===== src/rtl/edge_irq_ctrl.sv =====
module edge_irq_ctrl #(
  parameter int NSRC = 32,
  parameter int AW = 8,
  parameter logic [AW-1:0] EN_OFS = 8'h60,
  parameter logic [AW-1:0] ST_OFS = 8'h64,
  parameter logic [AW-1:0] POL_OFS = 8'h68,
  parameter logic [NSRC-1:0] LEVEL_MASK = 32'h0000_8000
) (
  input  logic            clk,
  input  logic            rst_n,
  input  logic [NSRC-1:0] src_i,
  input  logic            wr_en,
  input  logic            rd_en,
  input  logic [AW-1:0]   addr,
  input  logic [NSRC-1:0] wdata,
  output logic [NSRC-1:0] rdata,
  output logic            irq
);
  localparam logic [NSRC-1:0] EDGE_MASK = ~LEVEL_MASK;

  logic [NSRC-1:0] sync1, sync2, prev;
  logic [NSRC-1:0] en_q, stat_q, pol_q;
  logic [NSRC-1:0] en_d, stat_d, clr, hit, lvl;

  always_ff @(posedge clk or negedge rst_n)
    if (!rst_n) begin
      sync1 <= '0;
      sync2 <= '0;
      prev  <= '0;
    end else begin
      sync1 <= src_i;
      sync2 <= sync1;
      prev  <= sync2;
    end

  assign hit = EDGE_MASK & ((pol_q & sync2 & ~prev) | (~pol_q & ~sync2 & prev));
  assign lvl = LEVEL_MASK & sync2;

  assign en_d   = (wr_en && addr == EN_OFS) ? wdata : en_q;
  assign clr    = (wr_en && addr == ST_OFS) ? wdata : '0;
  assign stat_d = EDGE_MASK & en_d & ((en_q & hit) | (stat_q & ~clr));

  always_ff @(posedge clk or negedge rst_n)
    if (!rst_n) begin
      en_q   <= '0;
      stat_q <= '0;
      pol_q  <= EDGE_MASK;
    end else begin
      en_q   <= en_d;
      stat_q <= stat_d;
      if (wr_en && addr == POL_OFS) pol_q <= wdata & EDGE_MASK;
    end

  always_comb begin
    rdata = '0;
    if (rd_en)
      case (addr)
        EN_OFS:  rdata = en_q;
        ST_OFS:  rdata = stat_q | lvl;
        POL_OFS: rdata = pol_q;
        default: rdata = '0;
      endcase
  end

  assign irq = (|stat_q) | (|(lvl & en_q));

  a_r5_clear_takes: assert property (@(posedge clk) disable iff (!rst_n)
    (wr_en && addr == ST_OFS) |=> ((stat_q & $past(wdata) & ~$past(hit & en_q)) == '0));

  a_r6_disable_clears: assert property (@(posedge clk) disable iff (!rst_n)
    (wr_en && addr == EN_OFS) |=> ((stat_q & ~$past(wdata)) == '0));

  a_r4_latch_needs_enable: assert property (@(posedge clk) disable iff (!rst_n)
    rst_n |=> ((stat_q & ~$past(stat_q) & ~$past(en_q)) == '0));

  a_r7_pending_holds: assert property (@(posedge clk) disable iff (!rst_n)
    !(wr_en && (addr == ST_OFS || addr == EN_OFS)) |=> ((stat_q & $past(stat_q)) == $past(stat_q)));

  a_r9_irq_quiet: assert property (@(posedge clk) disable iff (!rst_n)
    (en_q == '0) |-> !irq);

  a_r8_level_not_latched: assert property (@(posedge clk) disable iff (!rst_n)
    rst_n |=> ((stat_q & LEVEL_MASK) == '0));
endmodule


===== config.mk =====
export PLATFORM = sky130hd
export DESIGN_NAME = edge_irq_ctrl
export DESIGN_NICKNAME = d
export VERILOG_FILES = /design/src/rtl/edge_irq_ctrl.sv
export SDC_FILE = /design/constraint.sdc
export NUM_CORES = 1
export LEC_CHECK = 0
export BUFFER_PORTS_ARGS = -buffer_cell sky130_fd_sc_hd__buf_2
export CORE_MARGIN = 1
export CORE_UTILIZATION = 55
export DETAILED_ROUTE_END_ITERATION = 10
export GPL_TIMING_DRIVEN = 0
export PLACE_DENSITY = 0.81
export SETUP_SLACK_MARGIN = 0.05
export SLEW_MARGIN = 25
export SYNTH_ARGS = -nofsm -noshare
export SYNTH_HDL_FRONTEND = slang
export SYNTH_SLANG_ARGS = --single-unit
export TNS_END_PERCENT = 5

===== constraint.sdc =====
create_clock -name clk -period 3.45 [get_ports clk]
set_input_delay 0.1725 -clock clk [delete_from_list [all_inputs] [get_ports clk]]
set_output_delay 0.1725 -clock clk [all_outputs]
set_load 0.03 [all_outputs]

## Word-level counts from Yosys, hierarchy flattened

Index checks and enable logic that the tools add are counted.
W data, S select, Z words.

- Eq/ne operators: 3
- Multiplexer cells: 4
- Bitwise gates (word level): 16
- Reductions and logical operators: 5

Operators by type and width:

| kind | count |
|---|---|
| $and A32 B32 Y32 | 7 |
| $not A32 Y32 | 4 |
| $mux W32 | 3 |
| $pmux W32 S3 | 1 |
| $or A32 B32 Y32 | 2 |
| $reduce_or A32 Y1 | 2 |
| $and A16 B32 Y32 | 1 |
| $or A32 B16 Y32 | 1 |
| $eq A8 B7 Y1 const B | 3 |
| $logic_and A1 B1 Y1 | 3 |
| $or A1 B1 Y1 | 1 |

- Flip-flop bits (word level): 191
- Input port bits: 76
- Output and inout port bits: 33
- Logic and storage cells: 35

## Logic depth before layout (Yosys ltp)

Gate-level depths: netlist of run 1.

- Depth in word-level cells: 7
- Mapped depth: 7
- Mapped depth without buffers: 4

## Least setup slack after synthesis of run 1

OpenSTA, ideal clock, no wires.

- Path type: in2out
- Start point: input port addr[1]
- End point: output port rdata[15]
- Data arrival time: 2.180 ns
- Path slack: 1.097 ns
- Cell stages on the path: 6
- Buffers on the path: 2
- Path through: or4b_1 buf_2 nor3b_4 clkbuf_1 nand2_1 nor3_1

- Longest elaborated chain between the ends: 3

Ends and longest elaborated chain:

| item | RTL line | text |
|---|---|---|
| start, declared | 14 | `input logic [AW-1:0] addr,` |
| $eq A8 B7 Y1 | 57 | `case (addr)` |
| $pmux W32 S3 (*) | 57 |  |
| $mux W32 (*) | 56 | `if (rd_en)` |
| end, declared | 16 | `output logic [NSRC-1:0] rdata,` |

Mark *: on every way between the ends. The rest lies on a longest branch, timed or not.

## Worst setup path after layout of run 1

- Start point: input port addr[2]
- End point: output port rdata[0]

Same word-level chain as after synthesis.

==> metrics.log, run 1 <==
[metrics] synthesized area: 8160 um^2
[metrics] final-stage net count: 964
[metrics] buffer cell driving the clock tree root: sky130_fd_sc_hd__clkbuf_16
[metrics] register bit count reported by yosys: 189
[metrics] maximum fanout encountered on the critical timing path: 10
[metrics] routed vias: 6380
[metrics] largest net degree at the start of global routing: 76
[metrics] total chip power: 4.70 mW
[metrics] RSZ-0062 raised after global routing: no
[metrics] total cell area at the placement stage: 8980 um^2
[metrics] Final setup viols: 0
[metrics] cts bufs inserted: 17
[metrics] max-cap violations: 0
[metrics] die boundary width: 124 um
[metrics] antenna violations before repair: 3
[metrics] Worst Min Path Start: wdata[11]
[metrics] clock edge transition at the registers on the reported setup and hold paths: 80 ps
[metrics] CP Data Required Time: 3280 ps
[metrics] final non-filler cell area: 9940 um^2
[metrics] First DRT Iteration DRCs: 531
[metrics] compound-gate portion of the synthesized area: 11.8%
[metrics] overall track demand over capacity in global routing: 27.7%
[metrics] die footprint: 15300 um^2
[metrics] length in cells of the worst reg-to-reg path: 4
[metrics] multi-input logic area: 3060 um^2
[metrics] maximum resistive drop on vdd: 0.426 mV
[metrics] RR Endpoint: stat_q[13]
[metrics] per-instance average area after synthesis: 11.3 um^2
[metrics] maximum achievable frequency: 375 MHz
[metrics] worst reg-to-reg setup slack: 2310 ps
[metrics] synthesized-area fraction occupied by adder cells: 0%
[metrics] worst setup margin: 786 ps
[metrics] Filler Cell Count: 1083
[metrics] final standard cell count with taps included and fillers excluded: 1090
[metrics] Buffers & Inverters on Critical Path: 5
[metrics] Yosys warnings: 0
[metrics] Detailed Place HPWL: 13100 um
[metrics] starting density of the core: 56.4%
[metrics] crit path launch type: input pin
[metrics] GP Congestion: 0.822
[metrics] total negative setup slack: 0 ps
[metrics] Seq/Total Area, Yosys: 58.4%
[metrics] Pleak: 4.47 nW
[metrics] worst-case clock buffer depth: 2
[metrics] cell total after placement: 1017
[metrics] area of the core region: 14500 um^2
[metrics] final worst clock skew: 9.23 ps
[metrics] type of element capturing the critical path: output pin
[metrics] top library cells by usage in the layout, fill and taps aside: 158 x sky130_fd_sc_hd__dfrtp_1, 126 x sky130_fd_sc_hd__nor2_1, 107 x sky130_fd_sc_hd__buf_2
[metrics] max-slew violation count: 0
[metrics] Worst Hold Class: in2reg
[metrics] Final Cycle Share: 77.2%
[metrics] clock insertion delay at the later pin of the skew report: 440 ps
[metrics] die boundary height: 124 um
[metrics] Min-Delay Endpoint: pol_q[11]
[metrics] Area contributors post-synth: sky130_fd_sc_hd__dfrtp_1 48%, sky130_fd_sc_hd__dfstp_2 10%, sky130_fd_sc_hd__nor2_1 5.8%
[metrics] most frequent standard cell in the layout excluding fill and tap cells: sky130_fd_sc_hd__dfrtp_1
[metrics] share of Yosys cell area claimed by the top area cell type: 48.5%
[metrics] slew at the pin closest to its max-slew limit: 911 ps
[metrics] final antenna-violating net count: 0
[metrics] CTS Sinks: 189
[metrics] CTS tree: built
[metrics] buffers inserted during post-CTS setup optimization: 0
[metrics] most prevalent standard cell on the critical path: sky130_fd_sc_hd__clkbuf_1
[metrics] GR Overflow Total: 0
[metrics] vias in the first global route: 6319
[metrics] end-of-flow core utilization: 68.6%
[metrics] leading area contributor after synthesis: sky130_fd_sc_hd__dfrtp_1
[metrics] endpoint arrival time on the critical path: 2490 ps
[metrics] count of unique library cells instantiated by Yosys: 28
[metrics] htree depth: 4
[metrics] layout cells sized above 1: 27.1%
[metrics] outcome: complete, no violations
[metrics] xor/xnor cell area share of the yosys netlist: 0%
[metrics] number of I/O port buffers: 106
[metrics] worst slew slack as a fraction of its limit: 39.3%
[metrics] combinational family with the most area after synthesis: multiplexers
[metrics] number of stages on the worst hold path: 2
[metrics] R2R Path Start: stat_q[13]
[metrics] worst slack after detailed placement: 820 ps
[metrics] final WL: 20200 um
[metrics] cells traversed along the worst timing path: clkbuf_1 -> nor2b_1 -> clkbuf_1 -> clkbuf_1 -> clkbuf_1 -> a21oi_1 -> nor2_1 -> buf_2
[metrics] Syn Inst Count: 725
[metrics] floorplan row count: 44
[metrics] number of endpoints with negative hold slack in the final report: 0
[metrics] fraction of synthesized area in multiplexers: 14.0%
[metrics] number of primary I/O pins: 109
[metrics] number of nets produced by synthesis: 801
[metrics] cell with the biggest individual delay on the critical path: sky130_fd_sc_hd__clkbuf_1
[metrics] flip-flop and latch area: 4770 um^2
[metrics] PD cells: 473 nW/um^2
[metrics] routed wirelength normalized by instance count: 18.5 um
[metrics] dominant register cell in the synthesized netlist: sky130_fd_sc_hd__dfrtp_1
[metrics] post-detailed-route via-to-cell ratio: 5.85
[metrics] global-route wire length before repair: 31700 um
[metrics] layout-stage area growth over the synthesis result: 21.8%
[metrics] Largest delay share family, worst path: buffers and inverters
[metrics] simple-gate area share of the yosys netlist: 11.6%
[metrics] proportion of register bits with asynchronous set or reset after synthesis: 100%
[metrics] Critical Setup Path Class: in2out
[metrics] final critical path time including I/O delays and setup: 2660 ps
[metrics] Worst Hold Margin: 16.5 ps
[metrics] drt pass-1 iters: 5
[metrics] drc violations: 0
[metrics] CP peak stage delay: 520 ps
[metrics] count of flip-flops with a built-in enable after synthesis: 0
layout make-up:
| type | count | area share (%) |
|---|---|---|
| sequential | 189 | 48.0 |
| timing repair buffer | 144 | 9.62 |
| buffer | 45 | 2.18 |
| inverter | 31 | 1.17 |
| antenna | 5 | 0.126 |
| tap | 184 | 2.32 |
| clock buffer | 18 | 4.42 |
| clock inverter | 14 | 1.40 |
| multi-input combinational | 460 | 30.8 |
flip-flops by register name, indices dropped and copies added (netlist names):
register  count
stat_q       31
sync2        32
pol_q        31
sync1        32
prev         31
en_q         32
report_power, final:
group          internal, mW  total [mW]  switching (mW)
sequential             2.33        2.40          0.0704
combinational         0.164       0.376           0.212
clock                 0.984        1.93           0.944
cells in the mapped netlist, drive strengths merged (3+ instances only):
| cell | instances |
|---|---|
| a21oi | 91 |
| a41o | 30 |
| buf | 13 |
| clkbuf | 32 |
| dfrtp | 158 |
| dfstp | 31 |
| inv | 31 |
| mux2 | 63 |
| mux2i | 32 |
| nand2 | 35 |
| nand4 | 3 |
| nor2 | 126 |
| nor4 | 38 |
| o22ai | 31 |
metal layers:
metal  routed length (um)  vias up  global-route usage (%)
li1                     -     2916                       -
met1                 8560     3179                    35.6
met2                 9860      243                    44.8
met3                 1230       42                    6.46
met4                  522        0                    12.7
met5                    0        -                       0
cells by family (layout without fill, tap and decap cells):
group	Yosys count	after routing
AOI/OAI and AO/OA	154	154
buffers and inverters	76	252
and+or+nand+nor	211	211
muxes	95	95
other	0	5
DFF	189	189
worst register-to-register path: cells and delay by family, from the launching register on:
family	cells	cell delay [ps]
and+or+nand+nor	1	300
DFF	1	430
buffers and inverters	1	80
AOI/OAI and AO/OA	2	270
worst max-delay path by stage:
stage | from | cells after the start | slack, ps | end
floorplan | addr[1] | 6 | 1100 | rdata[15]
global placement | rst_n | 1 | -760 | sync1[9]
detailed placement | addr[1] | 8 | 820 | rdata[15]
CTS | addr[2] | 8 | 810 | rdata[10]
global route | addr[2] | 8 | 580 | rdata[0]
finish | addr[2] | 8 | 790 | rdata[0]
timing repair:
item	CTS	global route
hold buffers	35	1
resized for setup	0	0
endpoints found under the hold margin	79	1
(Power assumes the default switching activity.)
==> inputs of run 2 (changes only) <==
--- a/config.mk
+++ b/config.mk
@@ -7,10 +7,10 @@
 export LEC_CHECK = 0
 export BUFFER_PORTS_ARGS = -buffer_cell sky130_fd_sc_hd__buf_2
 export CORE_MARGIN = 1
-export CORE_UTILIZATION = 55
+export CORE_UTILIZATION = 52
 export DETAILED_ROUTE_END_ITERATION = 10
 export GPL_TIMING_DRIVEN = 0
-export PLACE_DENSITY = 0.81
+export PLACE_DENSITY = 0.8
 export SETUP_SLACK_MARGIN = 0.05
 export SLEW_MARGIN = 25
 export SYNTH_ARGS = -nofsm -noshare
==> constraint.sdc (replaced) <==
create_clock -name clk -period 2.43 [get_ports clk]
set_input_delay 0.1215 -clock clk [delete_from_list [all_inputs] [get_ports clk]]
set_output_delay 0.1215 -clock clk [all_outputs]
set_load 0.03 [all_outputs]
==> run 2 against run 1 <==
Core utilization fell by 1.2 points. Critical path type unchanged. Cell count rose by 5.0%. Combinational power is 51% higher. Wire length shrank 1.3%. Clock power is 43% higher. Critical path depth unchanged. Power up 43%. Sequential share of layout area decreased by 1.6 points. Global-route usage shrank 1.8 points. Design area rose by 3.5%. Clock skew about the same. Register-to-register slack worse by 1000 ps.
==> metrics.log, run 2 (same netlist as run 1, synthesis figures left out) <==
[metrics] drc violations: 0
[metrics] routed wirelength normalized by instance count: 17.4 um
[metrics] antenna violations before repair: 3
[metrics] final worst clock skew: 8.84 ps
[metrics] Critical Setup Path Class: in2out
[metrics] worst setup margin: 115 ps
[metrics] number of endpoints with negative hold slack in the final report: 0
[metrics] final-stage net count: 994
[metrics] worst slew slack as a fraction of its limit: 50.2%
[metrics] outcome: complete, no violations
[metrics] global route hottest layer: met2
[metrics] maximum fanout encountered on the critical timing path: 10
[metrics] number of I/O port buffers: 106
[metrics] die boundary width: 127 um
[metrics] final critical path time including I/O delays and setup: 2320 ps
[metrics] met1 layer usage reported by global route: 34.8%
[metrics] RSZ-0062 raised after global routing: yes
[metrics] global-route wire length before repair: 32100 um
[metrics] CTS tree: built
[metrics] Detailed Place HPWL: 12900 um
[metrics] type of element capturing the critical path: output pin
[metrics] First DRT Iteration DRCs: 548
[metrics] flip-flop and latch area: 4770 um^2
[metrics] worst-case clock buffer depth: 2
[metrics] end-of-flow core utilization: 67.4%
[metrics] area of the core region: 15300 um^2
[metrics] max-cap violations: 0
[metrics] total negative setup slack: 0 ps
[metrics] CP Data Required Time: 2310 ps
[metrics] clock insertion delay at the later pin of the skew report: 440 ps
[metrics] GR Overflow Total: 0
[metrics] post-detailed-route via-to-cell ratio: 5.57
[metrics] top library cells by usage in the layout, fill and taps aside: 158 x sky130_fd_sc_hd__dfrtp_1, 126 x sky130_fd_sc_hd__nor2_1, 107 x sky130_fd_sc_hd__buf_2
[metrics] endpoint arrival time on the critical path: 2190 ps
[metrics] final non-filler cell area: 10300 um^2
[metrics] cts bufs inserted: 17
[metrics] worst slack after detailed placement: -73.5 ps
[metrics] PD cells: 654 nW/um^2
[metrics] max-slew violation count: 0
[metrics] CTS Sinks: 189
[metrics] overall track demand over capacity in global routing: 26.0%
[metrics] Filler Cell Count: 1129
[metrics] maximum achievable frequency: 432 MHz
[metrics] layout cells sized above 1: 27.4%
[metrics] routed vias: 6368
[metrics] most frequent standard cell in the layout excluding fill and tap cells: sky130_fd_sc_hd__dfrtp_1
[metrics] buffer cell driving the clock tree root: sky130_fd_sc_hd__clkbuf_16
[metrics] Worst Hold Class: in2async
[metrics] final antenna-violating net count: 0
[metrics] drt pass-1 iters: 4
[metrics] layout-stage area growth over the synthesis result: 26.1%
[metrics] total cell area at the placement stage: 9020 um^2
[metrics] final WL: 19900 um
[metrics] slew at the pin closest to its max-slew limit: 748 ps
[metrics] maximum resistive drop on vdd: 0.590 mV
[metrics] number of primary I/O pins: 109
[metrics] met2 track demand over resource: 40.8%
[metrics] Final setup viols: 0
[metrics] starting density of the core: 53.5%
[metrics] vias in the first global route: 6364
[metrics] die footprint: 16200 um^2
[metrics] Pleak: 4.63 nW
[metrics] multi-input logic area: 3060 um^2
[metrics] floorplan row count: 45
[metrics] crit path launch type: input pin
[metrics] largest net degree at the start of global routing: 80
[metrics] die boundary height: 127 um
[metrics] clock edge transition at the registers on the reported setup and hold paths: 70 ps
[metrics] largest registers: en_q: 32 flops, sync1: 32 flops, sync2: 32 flops
[metrics] htree depth: 4
[metrics] Final Cycle Share: 95.3%
[metrics] global-route track usage on met3: 6.49%
[metrics] GP Congestion: 0.801
==> run 2: changes by cell type in the layout (fill, tap and decap cells not counted), moves of 2 or more <==
cell	previous run	this run
sky130_fd_sc_hd__clkbuf_2	0	9
sky130_fd_sc_hd__clkinv_4	2	4
sky130_fd_sc_hd__clkbuf_1	32	24
sky130_fd_sc_hd__dlygate4sd3_1	36	65
sky130_fd_sc_hd__buf_1	5	3
sky130_fd_sc_hd__diode_2	5	2
==> run 2: critical path, stage by stage <==
cell and delay [ps]:
sky130_fd_sc_hd__buf_2 90, sky130_fd_sc_hd__or4b_1 510, sky130_fd_sc_hd__buf_2 200, sky130_fd_sc_hd__nor3b_4 290, sky130_fd_sc_hd__nand3_1 230, sky130_fd_sc_hd__clkbuf_2 290
sky130_fd_sc_hd__nor2_1 220, sky130_fd_sc_hd__buf_2 230
==> run 2: worst paths after layout <==
| kind | endpoint | cells past startpoint | slack, ps | start |
|---|---|---|---|---|
| worst max-delay path | rdata[11] | 8 | 110 | addr[1] |
| worst min-delay path | sync1[13] | 2 | 150 | rst_n |
| worst max register to register | stat_q[3] | 4 | 1270 | stat_q[3] |
| worst min register to register | sync2[23] | 0 | 340 | sync1[23] |
| max in group asynchronous | pol_q[28] | 3 | 1570 | rst_n |
| min in group clk | pol_q[8] | 3 | 200 | addr[3] |
==> run 2: where the power goes <==
| group | switching, mW | total [mW] | internal (mW) |
|---|---|---|---|
| Combinational | 0.304 | 0.568 | 0.264 |
| Clock | 1.27 | 2.76 | 1.48 |
| Sequential | 0.0975 | 3.40 | 3.30 |
==> run 2: through the flow <==
step	instances	total power, mW	hold WS [ps]
6_report	1144	6.73	151
3_3_place_gp	1042	3.91	229
2_1_floorplan	725	3.68	-174
3_5_place_dp	1044	3.94	17.0
4_1_cts	1141	6.78	144
5_1_grt	1143	6.97	167
==> run 2: final cells by class <==
type                       count  area share [%]
sequential                   189            46.4
inverter                      31            1.13
timing repair buffer         174            12.2
tap                          211            2.57
multi-input combinational    460            29.7
clock buffer                  18            4.27
clock inverter                14            1.46
antenna                        2          0.0487
buffer                        45            2.25
==> run 2: what timing repair did <==
action,in CTS,in global routing
resized for setup,5,12
pin swaps,0,1
hold buffers,65,0
hold endpoints to repair,259,0
setup endpoints to repair,31,31
buffers inserted,0,1
==> run 2: layer usage <==
layer / vias to the layer above / share of wire [%]
met5: - / 0.040
met3: 38 / 5.9
li1: 2980 / -
met2: 221 / 48
met4: 2 / 2.5
met1: 3127 / 44
